===== config.mk =====
export PLATFORM = sky130hd
export DESIGN_NAME = area_bus_ctrl
export DESIGN_NICKNAME = d
export VERILOG_FILES = /design/src/rtl/xbus_pkg.sv /design/src/rtl/area_cfg_bank.sv /design/src/rtl/area_decoder.sv /design/src/rtl/bus_cycle_seq.sv /design/src/rtl/area_bus_ctrl.sv
export SDC_FILE = /design/constraint.sdc
export NUM_CORES = 1
export LEC_CHECK = 0
export BUFFER_PORTS_ARGS = -buffer_cell sky130_fd_sc_hd__buf_2
export CORE_MARGIN = 2
export CORE_UTILIZATION = 35
export CTS_CLUSTER_SIZE = 10
export DETAILED_ROUTE_END_ITERATION = 7
export GPL_TIMING_DRIVEN = 0
export PLACE_DENSITY_LB_ADDON = 0.08
export SYNTH_ARGS = -nofsm -noshare
export SYNTH_HDL_FRONTEND = slang
export SYNTH_SLANG_ARGS = --single-unit

===== constraint.sdc =====
create_clock -name clk -period 2.6 [get_ports clk]
set_input_delay 0.52 -clock clk [delete_from_list [all_inputs] [get_ports clk]]
set_output_delay 0.52 -clock clk [all_outputs]
set_load 0.005 [all_outputs]

===== src/rtl/xbus_pkg.sv =====
package xbus_pkg;
   typedef enum logic [2:0] {
      PH_IDLE,
      PH_ADDR,
      PH_STROBE,
      PH_WAIT,
      PH_END
   } bus_phase_e;

   typedef struct packed {
      logic       narrow;
      logic       slow;
      logic [1:0] waits;
   } area_cfg_t;

   localparam area_cfg_t CFG_RESET = '{narrow: 1'b1, slow: 1'b1, waits: 2'd3};
endpackage


===== src/rtl/area_cfg_bank.sv =====
module area_cfg_bank
   import xbus_pkg::*;
#(
   parameter int NUM_AREAS = 8,
   parameter logic [NUM_AREAS-1:0] DIR_RESET = 'b1
) (
   input  logic                           clk,
   input  logic                           rst_n,
   input  logic                           cfg_wr,
   input  logic [$clog2(NUM_AREAS)-1:0]   cfg_area,
   input  logic                           cfg_narrow,
   input  logic                           cfg_slow,
   input  logic [1:0]                     cfg_waits,
   input  logic                           dir_wr,
   input  logic [NUM_AREAS-1:0]           dir_in,
   output area_cfg_t [NUM_AREAS-1:0]      cfg_o,
   output logic [NUM_AREAS-1:0]           dir_o
);
   localparam int AB = $clog2(NUM_AREAS);

   for (genvar g = 0; g < NUM_AREAS; g++) begin : g_area
      always_ff @(posedge clk or negedge rst_n) begin
         if (!rst_n) begin
            cfg_o[g] <= CFG_RESET;
         end else if (cfg_wr && cfg_area == AB'(g)) begin
            cfg_o[g] <= '{narrow: cfg_narrow, slow: cfg_slow, waits: cfg_waits};
         end
      end
   end

   always_ff @(posedge clk or negedge rst_n) begin
      if (!rst_n)      dir_o <= DIR_RESET;
      else if (dir_wr) dir_o <= dir_in;
   end
endmodule


===== src/rtl/area_decoder.sv =====
module area_decoder
   import xbus_pkg::*;
#(
   parameter int NUM_AREAS = 8
) (
   input  logic [$clog2(NUM_AREAS)-1:0] area_bits,
   input  area_cfg_t [NUM_AREAS-1:0]    cfg_all,
   output logic [$clog2(NUM_AREAS)-1:0] area_o,
   output area_cfg_t                    cfg_sel
);
   always_comb begin
      area_o  = area_bits;
      cfg_sel = cfg_all[area_bits];
   end
endmodule


===== src/rtl/bus_cycle_seq.sv =====
module bus_cycle_seq
   import xbus_pkg::*;
#(
   parameter int ADDR_W = 24,
   parameter int DATA_W = 16,
   parameter int AB     = 3
) (
   input  logic              clk,
   input  logic              rst_n,
   input  logic              req_valid,
   input  logic [ADDR_W-1:0] req_addr,
   input  logic              req_wide,
   input  logic              req_write,
   input  logic [DATA_W-1:0] req_wdata,
   input  logic [AB-1:0]     area_in,
   input  area_cfg_t         cfg_in,
   input  logic [DATA_W-1:0] ext_din,
   output logic              req_ready,
   output logic [DATA_W-1:0] req_rdata,
   output logic [ADDR_W-1:0] ext_addr,
   output logic              ext_rd_n,
   output logic              ext_wr_n,
   output logic [DATA_W-1:0] ext_dout,
   output logic              busy,
   output logic [AB-1:0]     area_q
);
   localparam int HALF = DATA_W / 2;

   bus_phase_e        state;
   logic [ADDR_W-1:0] addr_q;
   logic [DATA_W-1:0] wdata_q, lat_q;
   logic [HALF-1:0]   hi_q;
   logic              wide_q, write_q, narrow_q, slow_q, second_q;
   logic [1:0]        waits_q, cnt_q;

   logic              two_cycle, final_st, last, strobe;
   logic [DATA_W-1:0] cur;
   logic [HALF-1:0]   out_byte, lane_byte;

   always_comb begin
      two_cycle = narrow_q & wide_q;
      final_st  = slow_q ? (state == PH_END) : (state == PH_STROBE);
      last      = !two_cycle || second_q;
      req_ready = final_st && last;
      busy      = (state != PH_IDLE);
      strobe    = (state == PH_STROBE) || (state == PH_WAIT);
      ext_rd_n  = !(strobe && !write_q);
      ext_wr_n  = !(strobe && write_q);
      cur       = (strobe && !write_q) ? ext_din : lat_q;
      out_byte  = (two_cycle && !second_q) ? wdata_q[DATA_W-1:HALF] : wdata_q[HALF-1:0];
      ext_dout  = (wide_q && !narrow_q) ? wdata_q : {out_byte, out_byte};
      if (two_cycle)   ext_addr = {addr_q[ADDR_W-1:1], second_q};
      else if (wide_q) ext_addr = {addr_q[ADDR_W-1:1], 1'b0};
      else             ext_addr = addr_q;
      lane_byte = (!narrow_q && addr_q[0]) ? cur[HALF-1:0] : cur[DATA_W-1:HALF];
      if (wide_q && !narrow_q) req_rdata = cur;
      else if (two_cycle)      req_rdata = {hi_q, cur[DATA_W-1:HALF]};
      else                     req_rdata = {{HALF{1'b0}}, lane_byte};
   end

   always_ff @(posedge clk or negedge rst_n) begin
      if (!rst_n) begin
         state    <= PH_IDLE;
         addr_q   <= '0;
         wdata_q  <= '0;
         lat_q    <= '0;
         hi_q     <= '0;
         wide_q   <= 1'b0;
         write_q  <= 1'b0;
         narrow_q <= 1'b0;
         slow_q   <= 1'b0;
         second_q <= 1'b0;
         waits_q  <= '0;
         cnt_q    <= '0;
         area_q   <= '0;
      end else begin
         if (strobe && !write_q) lat_q <= ext_din;
         if (final_st && two_cycle && !second_q) hi_q <= cur[DATA_W-1:HALF];
         unique case (state)
            PH_IDLE: if (req_valid) begin
               state    <= PH_ADDR;
               addr_q   <= req_addr;
               wdata_q  <= req_wdata;
               wide_q   <= req_wide;
               write_q  <= req_write;
               area_q   <= area_in;
               narrow_q <= cfg_in.narrow;
               slow_q   <= cfg_in.slow;
               waits_q  <= cfg_in.waits;
               second_q <= 1'b0;
            end
            PH_ADDR: state <= PH_STROBE;
            PH_STROBE: begin
               if (!slow_q) begin
                  if (last) state <= PH_IDLE;
                  else begin state <= PH_ADDR; second_q <= 1'b1; end
               end else if (waits_q != 2'd0) begin
                  cnt_q <= waits_q - 2'd1;
                  state <= PH_WAIT;
               end else begin
                  state <= PH_END;
               end
            end
            PH_WAIT: begin
               if (cnt_q == 2'd0) state <= PH_END;
               else               cnt_q <= cnt_q - 2'd1;
            end
            PH_END: begin
               if (last) state <= PH_IDLE;
               else begin state <= PH_ADDR; second_q <= 1'b1; end
            end
            default: state <= PH_IDLE;
         endcase
      end
   end


   strobe_after_addr_chk: assert property (@(posedge clk) disable iff (!rst_n)
      $rose(strobe) |-> $past(state) == PH_ADDR);

   fast_no_wait_chk: assert property (@(posedge clk) disable iff (!rst_n)
      (busy && !slow_q) |-> (state != PH_WAIT && state != PH_END));

   split_second_chk: assert property (@(posedge clk) disable iff (!rst_n)
      (final_st && !last) |=> (state == PH_ADDR && second_q));

   ready_pulse_chk: assert property (@(posedge clk) disable iff (!rst_n)
      req_ready |=> !req_ready);
endmodule


===== src/rtl/area_bus_ctrl.sv =====
module area_bus_ctrl
   import xbus_pkg::*;
#(
   parameter int ADDR_W    = 24,
   parameter int DATA_W    = 16,
   parameter int NUM_AREAS = 8,
   parameter logic [NUM_AREAS-1:0] DIR_RESET = 'b1
) (
   input  logic                          clk,
   input  logic                          rst_n,
   input  logic                          req_valid,
   input  logic [ADDR_W-1:0]             req_addr,
   input  logic                          req_wide,
   input  logic                          req_write,
   input  logic [DATA_W-1:0]             req_wdata,
   output logic                          req_ready,
   output logic [DATA_W-1:0]             req_rdata,
   input  logic                          cfg_wr,
   input  logic [$clog2(NUM_AREAS)-1:0]  cfg_area,
   input  logic                          cfg_narrow,
   input  logic                          cfg_slow,
   input  logic [1:0]                    cfg_waits,
   input  logic                          dir_wr,
   input  logic [NUM_AREAS-1:0]          dir_in,
   output logic [ADDR_W-1:0]             ext_addr,
   output logic                          ext_rd_n,
   output logic                          ext_wr_n,
   output logic [DATA_W-1:0]             ext_dout,
   input  logic [DATA_W-1:0]             ext_din,
   output logic [NUM_AREAS-1:0]          cs_n,
   output logic [NUM_AREAS-1:0]          cs_oe
);
   localparam int AB = $clog2(NUM_AREAS);

   if ((1 << AB) != NUM_AREAS || NUM_AREAS < 2) begin : g_bad_areas
      $error("NUM_AREAS must be a power of two, at least 2");
   end
   if (ADDR_W <= AB + 1) begin : g_bad_addr
      $error("ADDR_W too small for the area count");
   end
   if (DATA_W % 2 != 0) begin : g_bad_data
      $error("DATA_W must be even");
   end

   area_cfg_t [NUM_AREAS-1:0] cfg_all;
   area_cfg_t                 cfg_sel;
   logic [NUM_AREAS-1:0]      dir;
   logic [AB-1:0]             area_dec, area_q;
   logic                      busy;

   area_cfg_bank #(.NUM_AREAS(NUM_AREAS), .DIR_RESET(DIR_RESET)) u_cfg (
      .clk(clk), .rst_n(rst_n), .cfg_wr(cfg_wr), .cfg_area(cfg_area),
      .cfg_narrow(cfg_narrow), .cfg_slow(cfg_slow), .cfg_waits(cfg_waits),
      .dir_wr(dir_wr), .dir_in(dir_in), .cfg_o(cfg_all), .dir_o(dir)
   );

   area_decoder #(.NUM_AREAS(NUM_AREAS)) u_dec (
      .area_bits(req_addr[ADDR_W-1 -: AB]), .cfg_all(cfg_all),
      .area_o(area_dec), .cfg_sel(cfg_sel)
   );

   bus_cycle_seq #(.ADDR_W(ADDR_W), .DATA_W(DATA_W), .AB(AB)) u_seq (
      .clk(clk), .rst_n(rst_n), .req_valid(req_valid), .req_addr(req_addr),
      .req_wide(req_wide), .req_write(req_write), .req_wdata(req_wdata),
      .area_in(area_dec), .cfg_in(cfg_sel), .ext_din(ext_din),
      .req_ready(req_ready), .req_rdata(req_rdata), .ext_addr(ext_addr),
      .ext_rd_n(ext_rd_n), .ext_wr_n(ext_wr_n), .ext_dout(ext_dout),
      .busy(busy), .area_q(area_q)
   );

   for (genvar g = 0; g < NUM_AREAS; g++) begin : g_cs
      assign cs_n[g]  = dir[g] ? !(busy && area_q == AB'(g)) : 1'b1;
      assign cs_oe[g] = dir[g];
   end


   cs_single_chk: assert property (@(posedge clk) disable iff (!rst_n)
      $onehot0(~cs_n));

   cs_undriven_chk: assert property (@(posedge clk) disable iff (!rst_n)
      &(cs_n | cs_oe));

   cs_idle_chk: assert property (@(posedge clk) disable iff (!rst_n)
      (ext_rd_n && ext_wr_n && !busy) |-> (&cs_n));
endmodule


==> After elaboration in Yosys (flattened, before gate mapping) <==
Index checks and enable logic that the tools add are counted.
{ "word_totals": {"ff_bits": 119, "input_bits": 78, "word_cells": 151, "output_inout_bits": 75} }
{ "classes": {"reduce_logical": 52, "order_cmp": 1, "n_addsub": 2, "muxes": 33, "n_bitwise": 1, "n_eq_ne": 24} }
{ "op_table": {"columns": ["cell", "count"], "rows": [
  ["$mux W16", 4],
  ["$eq A3 B3 Y1 const B", 9],
  ["$logic_and A1 B1 Y1", 24],
  ["$eq A3 B2 Y1 const B", 6],
  ["$mux W8", 2],
  ["$mux W1", 15],
  ["$pmux W3 S5", 1],
  ["$logic_not A1 Y1", 14],
  ["$bmux W4 S3", 1],
  ["$mux W3", 4],
  ["$ne A2 B2 Y1 const B", 5],
  ["$eq A3 B1 Y1 const B", 3],
  ["$logic_not A3 Y1", 3],
  ["$mux W2", 3],
  ["$reduce_bool A3 Y1", 2],
  ["$lt A3 B4 Y1 const B", 1],
  ["$mux W4", 1],
  ["$pmux W2 S2", 1],
  ["$reduce_and A2 Y1", 2],
  ["$reduce_and A4 Y1", 1],
  ["$reduce_bool A2 Y1", 2],
  ["$sub A2 B1 Y2 const B", 2],
  ["$pmux W1 S3", 1],
  ["$reduce_and A3 Y1", 1],
  ["4 further kinds", 5]
]} }

==> Depth between registers and ports, before layout <==
Gate-level depths: netlist of the first run.
{ "depth": {"word_depth": 7, "depth_mapped": 7, "ltp_nobuf": 4} }

==> By module <==
A second synthesis of the first run with hierarchy kept.
{ "hier_totals": {"hier_cells": 401, "hier_area_um2": 5926.9} }
{ "by_module_without_submodules": {"columns": ["module", "area_each_um2", "seq_area_each_um2", "instances", "cells_per_inst"], "rows": [
  ["bus_cycle_seq", 3906.2, 1976.9, 1, 282],
  ["area_cfg_bank", 1646.6, 1042.2, 1, 89],
  ["area_decoder", 292.8, 0.0, 1, 17],
  ["area_bus_ctrl", 81.3, 0.0, 1, 13]
]} }

==> Worst setup path before layout of the first run <==
No wires, ideal clock.
{ "synth_timing": {"kind": "register to output", "start": "register u_seq.state[2]", "end": "output req_rdata[14]", "arrival_time_ns": 1.564, "t_required_ns": 2.080, "stages_incl_launch_ff": 8, "n_path_buf": 3, "slack_ns": 0.516, "cell_sequence": "dfrtp_1 > buf_6 > nor3b_1 > buf_4 > buf_4 > mux2i_1 > o21ai_1 > and2_1"} }
{ "synth_between": {"elab_chain_len": 5, "elab_cells_between_ends": 6, "classes_between": "2 x eq/ne; 2 x mux; 2 x reduce/logical"} }
{ "synth_rtl": {"columns": ["item", "line_no", "text"], "rows": [
  ["from (decl)", "bus_cycle_seq.sv:29", "bus_phase_e state;"],
  ["from (signal assigned)", "bus_cycle_seq.sv:63", "state <= PH_IDLE;"],
  ["from (signal assigned)", "bus_cycle_seq.sv:81", "state <= PH_ADDR;"],
  ["from (signal assigned)", "bus_cycle_seq.sv:92", "PH_ADDR: state <= PH_STROBE;"],
  ["$eq A3 B2 Y1", "bus_cycle_seq.sv:46", "strobe = (state == PH_STROBE) || (state == PH_WAIT);"],
  ["$logic_or A1 B1 Y1 (*)", "bus_cycle_seq.sv:46", null],
  ["$logic_and A1 B1 Y1 (*)", "bus_cycle_seq.sv:49", "cur = (strobe && !write_q) ? ext_din : lat_q;"],
  ["$mux W16 (*)", "bus_cycle_seq.sv:49", null],
  ["$mux W16 (*)", "bus_cycle_seq.sv:56", "if (wide_q && !narrow_q) req_rdata = cur;"],
  ["to (decl)", "area_bus_ctrl.sv:17", "output logic [DATA_W-1:0] req_rdata,"]
]} }
Every way passes the cells marked *; elsewhere a longest branch is shown, timed or not.

==> Final worst setup path of the first run <==
{ "layout_timing": {"start": "register u_seq.state[1]", "end": "output req_rdata[2]"} }
{ "layout_between": {"elab_chain_len": 7, "elab_cells_between_ends": 8, "classes_between": "2 x eq/ne; 4 x mux; 2 x reduce/logical"} }
{ "layout_rtl": {"columns": ["item", "line_no", "text"], "rows": [
  ["$eq A3 B2 Y1", "bus_cycle_seq.sv:46", null],
  ["$logic_or A1 B1 Y1 (*)", "bus_cycle_seq.sv:46", null],
  ["$logic_and A1 B1 Y1 (*)", "bus_cycle_seq.sv:49", null],
  ["$mux W16 (*)", "bus_cycle_seq.sv:49", null],
  ["$mux W8", "bus_cycle_seq.sv:55", "lane_byte = (!narrow_q && addr_q[0]) ? cur[HALF-1:0] : cur[DATA_W-1:HALF];"],
  ["$mux W16", "bus_cycle_seq.sv:57", "else if (two_cycle) req_rdata = {hi_q, cur[DATA_W-1:HALF]};"],
  ["$mux W16 (*)", "bus_cycle_seq.sv:56", null]
]} }
Marked as above.

==> impl_metrics.ini, run 1 <==
[run_status]
status = complete, no violations

[pwr]
finalPower_mw = 9.11
leakagePower_nw = 3.64
power.density_nw_per_um2 = 1200
max-vdd-ir-drop_mv = 0.449

[timing]
tns_ns = 0
worstMarginPinSlew_ns = 0.797
fin_skew_ns = 0.00687
hold_viol_final = 0
slew_headroom = 0.467
slew_viol_final = 0
fmax_mhz = 388
finalCriticalPeriod_ns = 2.58
setup_violations = 0
post-route-period-util = 0.991
rsz0062_at_grt = yes

[route]
viasPerCell = 4.62
drt-pass1-iter-count = 4
dr_total_vias = 4377
drt-initial-drc-count = 194
routed_wl_mm = 14.0
wire_per_inst_um = 14.8
drc = 0
ant_nets = 0

[layout]
antennaDiodeCount = 0
fin_nets = 797
utilization = 0.478
nFillCells = 1580
area_growth_pct = 33.7
final_layout_size_suffix_gt1_frac = 0.460

[critical_path]
cp_slowest_cell = mux4_2
path_class = flip-flop to primary output
startpoint_type = flip-flop
cp.arrival_ns = 2.06
crit_path_max_incr_delay_ns = 0.52
worstRegToRegCells = 7
path_max_fanout = 10
regToRegSetupSlack_ns = 0.52
rr_endpoint = u_seq.addr_q[16]
end_kind = primary output
crit_chain = buf_4, nor3b_4, buf_8, inv_4, mux4_2, buf_2
cp.required_ns = 2.08
rr_startpoint = u_seq.state[1]

[logic_synthesis]
synth_edf_count = 0
syn-num-nets = 615
seq_area_frac_synth = 0.519
synth_area_leaders = dfrtp_1, dfstp_2, nand2_1, mux2_2, mux4_2
yosys.area.top_type_share = 0.366
yosysTopAreaCell = dfrtp_1
synth_cells = 537
yosysUniqueCellTypes = 39
synthArstFlopShare = 1.00
synth-seq-cells = 116
yosysWarnings = 0
synth-main-ff-cell = dfrtp_1
syn_avg_cell_area_um2 = 10.6
synth_area_um2 = 5680

[floorplan]
die_area_um2 = 17300
row_count = 46
initial_utilization = 0.357
fp.coreArea_um2 = 15900
die_y_um = 131
fp.dieW_um = 131
ios = 153

[clock_network]
path_clk_slew_ns = 0.06
cts_buffer_depth = 2
cts-htree-levels = 4
cts_tree = yes
clock-sinks = 116
clock_latency_ns = 0.41
cts_made_buffers = 17
cts_root_buffer = clkbuf_16

[hold_path]
hp-class = input port to flip-flop
hp-start = req_wdata[6]
holdPathStages = 3
holdPathEnd = u_seq.wdata_q[6]

[global_routing]
grt_pass1_wl_mm = 22.9
grt-ovfl-total = 0
grt_max_degree = 84
grt_usage = 0.167
antenna_found_initial = 0
grt_pass1_vias = 4460

[place]
portBuffers = 149
hpwl_mm = 9.99
gp_congestion = 0.775

[job]
cap_violations = 0
[sequential cells by signal, summed over array words and instances (netlist names)]
register and cells:
u_seq.state 3, u_seq.second_q 1, u_seq.waits_q 2, u_seq.wide_q 1, u_seq.slow_q 1, u_cfg.cfg_o 32
u_cfg.dir_o 8, u_seq.write_q 1, u_seq.area_q 3, u_seq.cnt_q 2, u_seq.addr_q 21, u_seq.wdata_q 16
u_seq.narrow_q 1, u_seq.hi_q 8, u_seq.lat_q 16
[cell usage after synthesis (4+ instances only)]
cell,count
a21oi_1,13
and2_1,9
buf_2,7
buf_4,26
clkbuf_1,10
dfrtp_1,83
dfstp_2,33
inv_1,10
mux2_1,16
mux2_2,40
mux2i_1,25
mux4_2,12
nand2_1,165
nand2b_1,4
nand3_1,8
nor2_1,20
nor2b_1,5
o21ai_0,7
o21ai_1,11
[worst max-delay path by stage]
stage / from / to / slack (ns) / cells past startpoint
3_3_place_gp: rst_n / u_cfg.dir_o[2] / -0.49 / 1
5_1_grt: u_seq.state[2] / req_rdata[12] / -0.05 / 7
3_5_place_dp: u_seq.state[2] / req_rdata[15] / 0.15 / 8
2_1_floorplan: u_seq.state[2] / req_rdata[14] / 0.52 / 7
6_report: u_seq.state[1] / req_rdata[2] / 0.02 / 6
4_1_cts: u_seq.state[1] / req_rdata[2] / -0.007 / 6
[routing by layer]
| metal | share of wire | up-vias | track usage |
|---|---|---|---|
| li1 | - | 2155 | - |
| met3 | 0.041 | 15 | 0.0417 |
| met4 | 0.015 | 0 | 0.0580 |
| met2 | 0.49 | 94 | 0.275 |
| met5 | 0 | - | 0 |
| met1 | 0.46 | 2113 | 0.214 |
[final cells by class]
cell class / instances / area, um^2 / area share
Inverter: 11 / 43.8 / 0.00577
Clock buffer: 19 / 443 / 0.0584
Multi-Input combinational cell: 363 / 2500 / 0.329
Timing Repair Buffer: 163 / 905 / 0.119
Buffer: 47 / 327 / 0.0430
Sequential cell: 116 / 2940 / 0.388
Clock inverter: 13 / 159 / 0.0209
Tap cell: 216 / 270 / 0.0356
[where the power goes]
part | total [mW] | internal [mW] | leakage [nW] | switching [mW]
clock | 2.35 | 1.52 | 0.277 | 0.828
sequential | 3.05 | 2.58 | 1.34 | 0.464
combinational | 3.71 | 1.94 | 2.02 | 1.77
[logic make-up after synthesis]
logic type / after synthesis / share of synthesized area
AO/OA/AOI/OAI: 39 / 0.0412
multiplexers: 93 / 0.203
flip-flops: 116 / 0.519
AND/OR/NAND/NOR: 231 / 0.176
buffers and inverters: 58 / 0.0613
[worst max-delay path, delay by kind of cell (launching register included)]
family,cells,cell delay (ns)
buf+inv,4,0.61
flops,1,0.36
mux,1,0.52
simple gates,1,0.16
[layout by cell type (no fill, tap or decap), types with 9 or more instances in the layout]
master | Yosys | final
mux4_2 | 12 | 12
clkbuf_16 | 0 | 17
a21oi_1 | 13 | 13
o21ai_1 | 11 | 10
mux2_2 | 40 | 40
dfrtp_1 | 83 | 83
nand2_1 | 165 | 165
inv_1 | 10 | 10
nor2_1 | 20 | 19
buf_4 | 26 | 34
dfstp_2 | 33 | 33
mux2_1 | 16 | 16
buf_2 | 7 | 155
mux2i_1 | 25 | 17
clkbuf_1 | 10 | 11
and2_1 | 9 | 9
[timing repair]
item / 4_1_cts / 5_1_grt
buffers inserted: 5 / 7
setup endpoints to repair: 24 / 32
hold buffers: 1 / 0
hold endpoints to repair: 15 / 0
resized for setup: 20 / 6
pin swaps: 0 / 2
[stage by stage]
step	hold slack (ns)	instances	setup WS, ns	area (um^2)
after CTS	0.281	941	-0.00660	7490
final	0.298	948	0.0231	7590
after floorplan	0.224	537	0.516	5680
after detailed placement	0.430	903	0.154	6730
after global placement	0.460	902	-0.494	6690
after global routing	0.283	948	-0.0538	7590
No activity file was read; power rests on OpenSTA's default activity.
==> run 2: changes to the inputs <==
ABC_AREA = 1   (was not set)
SYNTH_HIERARCHICAL = 1   (was not set)
==> run 2 against run 1 <==
Worst hold slack lost 0.29 ns. Routed wire length grew 18%. Largest power group unchanged. Clock skew grew 0.0034 ns. Register-to-register slack gained 0.45 ns. Maximum frequency grew 5.2%. Cell count grew 29%. Global-route usage grew 2.0 points. Die area grew 7.9%. Highest routed layer unchanged. Clock-buffer cell count grew 4.
==> impl_metrics.ini, run 2 <==
[run_status]
status = complete, no violations

[route]
dr_total_vias = 5428
drc = 0
drt-initial-drc-count = 323
viasPerCell = 4.44
drt-pass1-iter-count = 4
ant_nets = 0
wire_per_inst_um = 13.6
routed_wl_mm = 16.6

[timing]
fin_skew_ns = 0.0103
finalCriticalPeriod_ns = 2.45
hold-worst-slack_ns = 0.00609
fin_ws_ns = 0.151
rsz0062_at_grt = no
fmax_mhz = 408
worstMarginPinSlew_ns = 0.520
setup_violations = 0
slew_viol_final = 0
hold_viol_final = 0
slew_headroom = 0.653
post-route-period-util = 0.942

[critical_path]
crit_cells = 5
crit_path_max_incr_delay_ns = 0.42
cp_slowest_cell = dfrtp_1
cp_top_family = buffers and inverters
crit_chain = or2_2, clkbuf_1, clkbuf_4, o21ai_0, buf_2
path_max_fanout = 10
end_kind = primary output
crit_path_end = req_rdata[9]
cp-startpoint = u_seq/narrow_q
regToRegSetupSlack_ns = 0.97
rr_startpoint = u_seq/state[0]
rr_endpoint = u_seq/wdata_q[14]
path_class = flip-flop to primary output
worstRegToRegCells = 8
startpoint_type = flip-flop
path_buf_inv = 3
cp.arrival_ns = 1.93
cp.required_ns = 2.08

[floorplan]
ios = 153
row_count = 48
die_y_um = 136
fp.dieW_um = 136
fp.coreArea_um2 = 17200
die_area_um2 = 18600
initial_utilization = 0.356

[logic_synthesis]
synth_area_um2 = 6140
synth-main-ff-cell = dfrtp_1
yosysUniqueCellTypes = 29
netlist_top_cells_count = nand2_1, dfrtp_1, inv_1
synth-seq-cells = 119
synth_edf_count = 0
synth_area_leaders = dfrtp_1, nand2_1, dfstp_2, nand3_1, o21ai_0
yosysMostFrequentCell = nand2_1
synth_cells = 815
syn_avg_cell_area_um2 = 7.54
syn-num-nets = 893
yosysTopAreaCell = dfrtp_1
yosys.area.top_type_share = 0.350
seq_area_frac_synth = 0.492
synthArstFlopShare = 1.00
yosysWarnings = 6

[clock_network]
cts_tree = yes
postCtsHoldBufs = 0
path_clk_slew_ns = 0.06
cts_root_buffer = clkbuf_16
cts_made_buffers = 17
cts_buffer_depth = 2
cts-htree-levels = 4
clock_latency_ns = 0.42
clock-sinks = 119

[global_routing]
grt_usage = 0.187
grt-ovfl-total = 0
grt_max_degree = 84
antenna_found_initial = 0
grt_pass1_vias = 5230
grt_pass1_wl_mm = 26.9

[pwr]
max-vdd-ir-drop_mv = 0.535
finalPower_mw = 8.81
leakagePower_nw = 4.24
power.density_nw_per_um2 = 1130

[layout]
regArea_um2 = 3020
fin_nets = 1062
multiInputGateArea_um2 = 2370
largest_register_ffs = 32
final_common_cell = nand2_1
final_layout_size_suffix_gt1_frac = 0.312
final_cell_mix = nand2_1, buf_2, dfrtp_1
biggestRegsByFlops = u_cfg/cfg_o (32), u_seq/addr_q (24)
max_flop_register = u_cfg/cfg_o
area_growth_pct = 26.6
nFillCells = 1812

[job]
cap_violations = 0

[place]
gp_congestion = 0.786
pre_cts_ws_ns = 0.389
hpwl_mm = 12.1
portBuffers = 148

[hold_path]
hp-class = input port to asynchronous set/reset pin
-- run 2: changes by cell type after synthesis, moves of 15 or more --
cell and change:
inv_2 +15, nand2_1 +193, inv_1 +68, nand3_1 +60, mux2i_1 -25, mux2_2 -40
o21ai_0 +53, mux2_1 -16
-- run 2: stage by stage --
step | cell area (um^2) | std cells | TNS, ns | util
after floorplan | 6140 | 815 | 0 | -
after global placement | 7160 | 1188 | -54.07 | 0.416
after detailed placement | 7200 | 1189 | 0 | 0.418
after CTS | 7750 | 1221 | 0 | 0.450
after global routing | 7770 | 1222 | 0 | 0.451
final | 7770 | 1223 | 0 | 0.451
-- run 2: cells by family after synthesis --
| group | count (synthesis) | share of synthesized area |
|---|---|---|
| buffers and inverters | 154 | 0.124 |
| AOI/OAI and AO/OA | 74 | 0.0634 |
| and+or+nand+nor | 468 | 0.321 |
| DFF | 119 | 0.492 |
-- run 2: area by class of cell --
| class | instances | area share |
|---|---|---|
| flip-flops and latches | 119 | 0.389 |
| plain buffers | 55 | 0.0502 |
| inverters | 99 | 0.0489 |
| clock buffers | 23 | 0.0602 |
| clock inverters | 9 | 0.00998 |
| multi-input cells | 542 | 0.305 |
| well taps | 225 | 0.0362 |
| diodes | 1 | 0.000322 |
| repair buffers | 150 | 0.101 |
-- run 2: worst min path at each step --
| stage | start | end | slack [ns] | cells after the start |
|---|---|---|---|---|
| 2_1_floorplan | rst_n | u_cfg/dir_o[1] | 0.22 | 0 |
| 3_3_place_gp | u_seq/lat_q[7] | u_seq/lat_q[7] | 0.45 | 2 |
| 3_5_place_dp | rst_n | u_seq/addr_q[9] | 0.45 | 1 |
| 4_1_cts | rst_n | u_seq/addr_q[9] | 0.007 | 1 |
| 5_1_grt | rst_n | u_seq/addr_q[9] | 0.02 | 1 |
| 6_report | rst_n | u_seq/addr_q[9] | 0.006 | 1 |
-- run 2: timing repair --
| action | 4_1_cts | 5_1_grt |
|---|---|---|
| buffers inserted | 0 | 1 |
| pin swaps | 0 | 1 |
| gates resized for setup | 2 | 9 |
| endpoints found under the setup margin | 10 | 20 |
-- run 2: where the power goes --
part           total [mW]  switching, mW  internal (mW)
logic                3.61           2.13           1.48
clock network        2.18          0.828           1.35
registers            3.02          0.398           2.62
total                8.81           3.36           5.46
-- run 2: routing by layer --
metal | share of wire | vias up | global-route usage
li1 | - | 2817 | -
met1 | 0.47 | 2475 | 0.251
met2 | 0.48 | 124 | 0.301
met3 | 0.047 | 12 | 0.0403
met4 | 0.011 | 0 | 0.0590
met5 | 0 | - | 0
